`src/rtl/amm_pkg.sv`:
```
package amm_pkg;
  typedef enum logic [2:0] {
    OP_ABS = 3'b000,
    OP_SUB = 3'b001,
    OP_ADD = 3'b010,
    OP_MIN = 3'b011,
    OP_MAX = 3'b100
  } amm_op_e;
endpackage

```
`src/rtl/amm_addsub.sv`:
```
module amm_addsub #(
  parameter int N = 16
) (
  input  logic [N-1:0] x,
  input  logic [N-1:0] y,
  input  logic         sub,
  output logic [N-1:0] sum,
  output logic         ovf
);
  localparam int MSB = N - 1;
  logic [N-1:0] y_eff;
  logic [N:0]   full;

  always_comb begin
    y_eff = y ^ {N{sub}};
    full  = {1'b0, x} + {1'b0, y_eff} + {{N{1'b0}}, sub};
    sum   = full[N-1:0];
    ovf   = (x[MSB] == y_eff[MSB]) && (sum[MSB] != x[MSB]);
  end
endmodule

```
`src/rtl/amm_core.sv`:
```
module amm_core
  import amm_pkg::*;
#(
  parameter int N = 16
) (
  input  logic [N-1:0] a,
  input  logic [N-1:0] b,
  input  logic [2:0]   op,
  output logic [N-1:0] res
);
  localparam int MSB = N - 1;
  localparam logic [N-1:0] MOST_NEG = {1'b1, {(N-1){1'b0}}};

  logic [N-1:0] x, y, sum;
  logic         sub, ovf, a_lt_b;

  // Operand steering onto the single shared adder/subtractor
  always_comb begin
    x   = a;
    y   = b;
    sub = 1'b1;
    case (op)
      OP_ABS: begin x = '0; y = a; sub = 1'b1; end
      OP_ADD: sub = 1'b0;
      default: ;
    endcase
  end

  amm_addsub #(.N(N)) u_addsub (
    .x(x), .y(y), .sub(sub), .sum(sum), .ovf(ovf)
  );

  // Signed a<b from the difference sign, corrected by overflow
  assign a_lt_b = sum[MSB] ^ ovf;

  always_comb begin
    case (op)
      OP_ABS:  res = a[MSB] ? sum : a;
      OP_SUB:  res = sum;
      OP_ADD:  res = sum;
      OP_MIN:  res = a_lt_b ? a : b;
      OP_MAX:  res = a_lt_b ? b : a;
      default: res = '0;
    endcase
  end

  always_comb begin
    if (op == OP_MIN)
      p_min_bound_r4: assert ($signed(res) <= $signed(a) && $signed(res) <= $signed(b));
    if (op == OP_MAX)
      p_max_bound_r5: assert ($signed(res) >= $signed(a) && $signed(res) >= $signed(b));
    if (op == OP_ABS && a != MOST_NEG)
      p_abs_sign_r1: assert (res[MSB] == 1'b0);
    if (op > OP_MAX)
      p_unused_zero_r6: assert (res == '0);
  end
endmodule

```
`src/rtl/amm_unit.sv`:
```
module amm_unit #(
  parameter int N = 16
) (
  input  logic         clk,
  input  logic         rst_n,
  input  logic         in_valid,
  output logic         in_ready,
  input  logic [N-1:0] in_a,
  input  logic [N-1:0] in_b,
  input  logic [2:0]   in_op,
  output logic         out_valid,
  input  logic         out_ready,
  output logic [N-1:0] out_res
);
  logic [N-1:0] core_res;
  logic         take;

  amm_core #(.N(N)) u_core (
    .a(in_a), .b(in_b), .op(in_op), .res(core_res)
  );

  assign in_ready = !out_valid || out_ready;
  assign take     = in_valid && in_ready;

  always_ff @(posedge clk) begin
    if (!rst_n) begin
      out_valid <= 1'b0;
      out_res   <= '0;
    end else if (take) begin
      out_valid <= 1'b1;
      out_res   <= core_res;
    end else if (out_ready) begin
      out_valid <= 1'b0;
    end
  end

  p_hold_r8: assert property (@(posedge clk) disable iff (!rst_n)
    (out_valid && !out_ready) |=> (out_valid && $stable(out_res)));
  p_accept_r9: assert property (@(posedge clk) disable iff (!rst_n)
    (in_valid && in_ready) |=> out_valid);
  p_drain_r9: assert property (@(posedge clk) disable iff (!rst_n)
    (out_ready && !in_valid) |=> !out_valid);
  p_reset_r7: assert property (@(posedge clk)
    !rst_n |=> !out_valid);
endmodule

```
`config.mk`:
```
export PLATFORM = sky130hd
export DESIGN_NAME = amm_unit
export DESIGN_NICKNAME = d
export VERILOG_FILES = /design/src/rtl/amm_pkg.sv /design/src/rtl/amm_addsub.sv /design/src/rtl/amm_core.sv /design/src/rtl/amm_unit.sv
export SDC_FILE = /design/constraint.sdc
export NUM_CORES = 1
export LEC_CHECK = 0
export BUFFER_PORTS_ARGS = -buffer_cell sky130_fd_sc_hd__buf_2
export CORE_MARGIN = 1.5
export CORE_UTILIZATION = 40
export DETAILED_ROUTE_END_ITERATION = 12
export GPL_TIMING_DRIVEN = 0
export SLEW_MARGIN = 20
export SYNTH_ARGS = -nofsm -noshare
export SYNTH_HDL_FRONTEND = slang
export SYNTH_SLANG_ARGS = --single-unit
```
`constraint.sdc`:
```
create_clock -name clk -period 8.9 [get_ports clk]
set_clock_uncertainty 0.1 [all_clocks]
set_input_delay 0.89 -clock clk [delete_from_list [all_inputs] [get_ports clk]]
set_output_delay 0.89 -clock clk [all_outputs]
set_load 0.02 [all_outputs]
```
==> qor.csv <==
metric,value,unit
Syn Area/Cell,7.88,sq um
Unique masters post-synth,61,
layout cells sized above 1,24.6,%
initial antenna violation count,0,
Nets,413,
main combinational cell family by area after synthesis,compound AO/OA/AOI/OAI gates,
# port buffers,52,
vias in the first global route,2168,
routed vias/inst,5.66,
crit path launch type,input port,
P per Cell Area,122,nW/um^2
endpoints failing setup,0,
CP required,8960,ps
largest net degree at the start of global routing,11,
Longest Clk Path Bufs,2,
first-pass GRT wire length,10.8,mm
cell count after synthesis,302,
WS Path Type,input port to flop,
Post-route DRC,0,
WL/cell,16.0,um
layout overhead on the synthesized area,16.6,%
mux share of post-synthesis cell area,8.52,%
FMAX,186,MHz
Synth top area share,14.3,%
post-synthesis adder-cell area fraction,8.78,%
die width,80.1,um
dominant cell type by area after synthesis,dfxtp_1,
TritonCTS sink count,17,
Die ar.,6420,sq um
Die H,80.1,um
ys async rst share,0,%
# Post-CTS Setup Buffers,0,
Initial Utilization,42.4,%
Max rail drop VDD,0.0000587,V
XOR/XNOR share of the synthesized area,9.21,%
DR vias,2433,
final WL,6.88,mm
Synth Area in Compound Gates,33.0,%
number of synthesized register bits,17,
crit path DAT,5430,ps
final core occ,49.5,%
kind of end point of the critical path,flop,
Area contributors post-synth,"dfxtp_1 (14%), mux2i_1 (7.6%), ha_1 (7.4%), xor2_1 (5.9%), o21ai_0 (4.6%)",
slew margin rel.,45.9,%
Synth Cell Area,2380,sq um
synthesis warning total,0,
simple-gate share of the synthesized area,19.9,%
Post-Syn Nets,356,
clock latency on the worst-skew pair,260,ps
DRT Pass-1 Iters,5,
First DRT Iteration DRCs,104,
number of synthesized flops with an enable pin,0,
min cycle time layout,5370,ps
Final Hold Fails,0,
Root Driver,clkbuf_8,
number of cell rows,27,
Tot GR Track Use,21.6,%
max-slew violation count,0,
Worst Path Max Fanout,10,
MaxCap Viol Count,0,
Final ANT Viol Nets,0,
worst hold path class,flop to flop,
Detail Placement HPWL,5.10,mm
total gr overflow,0,
post-CTS sizing,0,
outcome,completed,
RSZ-0062 raised after global routing,false,
sequential-to-total area share from yosys stat,14.3,%
hold buffer count at cts,0,
core footprint,5610,sq um
CTS HTree Levels,1,
clk slew on worst S/H paths,80,ps
worst setup margin,3530,ps
final cycle utilization of the critical path,60.4,%
CTS tree,yes,
dpl ws,3270,ps
Leakage,1.22,nW
ys flop type,dfxtp_1,
Antenna Cells,0,
Inserted Clock Buffers,3,
Ports,57,
slew at the pin with the worst max-slew slack,811,ps
placer congestion estimate,0.924,
setup TNS,0,ps
[critical path, stage by stage]
cell      delay, ps
buf_2           150
or2_1           230
buf_6           130
nor2_1          560
clkbuf_1        660
xor2_1          150
ha_1            390
a21oi_1         190
a21boi_1        230
nor2_1          100
a311oi_4        410
nand2_4         110
maj3_4          380
mux2i_4         230
buf_6           190
a221oi_2        320
a21oi_2          90
[power by group]
group	leakage (nW)	switching [W]	internal, W	total, W
logic	1.05	0.000108	0.0000823	0.000190
registers	0.138	0.00000201	0.0000802	0.0000822
clock network	0.0228	0.0000334	0.0000320	0.0000654
total	1.22	0.000143	0.000194	0.000338
[cells by family (layout without fill, tap and decap cells)]
| kind of cell | Yosys count | count (layout) |
|---|---|---|
| buffers and inverters | 32 | 88 |
| multiplexers | 19 | 19 |
| AND/OR/NAND/NOR | 90 | 90 |
| adder cells (fa/ha/maj) | 16 | 16 |
| flip-flops | 17 | 17 |
| XOR/XNOR | 25 | 25 |
| AO/OA/AOI/OAI | 103 | 103 |
[flip-flops by register name, indices dropped and copies added (netlist names)]
signal and count:
out_res 16, out_valid 1
[stage by stage]
stage                     instance area (sq um)  hold WS (ps)  power [W]  std cells
after floorplan                            2380           449   0.000229        302
after global placement                     2730           361   0.000271        426
after detailed placement                   2730           379   0.000272        426
after CTS                                  2770           391   0.000338        430
after global routing                       2770           435   0.000360        430
final                                      2770           391   0.000338        430
[layout make-up]
type / count / area (sq um)
tap: 72 / 90.1
timing repair buffer: 52 / 260
inverter: 15 / 56.3
sequential: 17 / 340
fill: 582 / 2830
buffer: 17 / 93.8
multi-input combinational: 253 / 1890
clock buffer: 4 / 45.0
[final timing paths]
check                                 from          to  slack (ps)  cells past startpoint
worst max-delay path              in_op[2]  out_res[8]        3530                     17
worst min-delay path            out_res[0]  out_res[0]         390                      2
worst max register to register   out_valid  out_res[8]        6770                      6
worst min register to register  out_res[0]  out_res[0]         390                      2
[per-layer routing]
| metal | share of wire (%) | GRT usage (%) |
|---|---|---|
| met4 | 0.70 | 4.48 |
| met2 | 46 | 35.5 |
| met3 | 4.7 | 2.05 |
| met5 | 0 | 0 |
| met1 | 49 | 30.5 |
[synth_stat cells (4+ instances only)]
cell type  instances
a21o_1             5
a21oi_1           19
a21oi_2            8
a221oi_1           5
a221oi_2           6
a31oi_1            4
and2_1            12
clkbuf_1           8
dfxtp_1           17
ha_1              14
inv_1             15
mux2i_1           18
nand2_1           23
nand2b_1           7
nand3_1            5
nor2_1            16
nor2b_1           15
o21ai_0           22
o21bai_1           5
xnor2_1            9
xor2_1            16
[placed cells by master (no fill, tap or decap), drive strengths merged, types with 2 or more instances in the layout]
cell | synthesis | final
or2 | 2 | 2
clkbuf | 9 | 13
buf | 8 | 60
nor2b | 15 | 15
dfxtp | 17 | 17
inv | 15 | 15
a21o | 5 | 5
a21boi | 4 | 4
a211o | 2 | 2
nand2 | 24 | 24
ha | 14 | 14
xor2 | 16 | 16
nand3 | 5 | 5
a211oi | 4 | 4
xnor2 | 9 | 9
a311oi | 2 | 2
nor3b | 2 | 2
a22oi | 2 | 2
o21a | 2 | 2
nor2 | 16 | 16
nand2b | 7 | 7
a22o | 2 | 2
a21oi | 27 | 27
nor4 | 2 | 2
o21ai | 22 | 22
mux2i | 19 | 19
and2 | 12 | 12
o21bai | 5 | 5
nand4 | 2 | 2
a31oi | 4 | 4
a221oi | 11 | 11
Power figures use the tool's default switching activity.
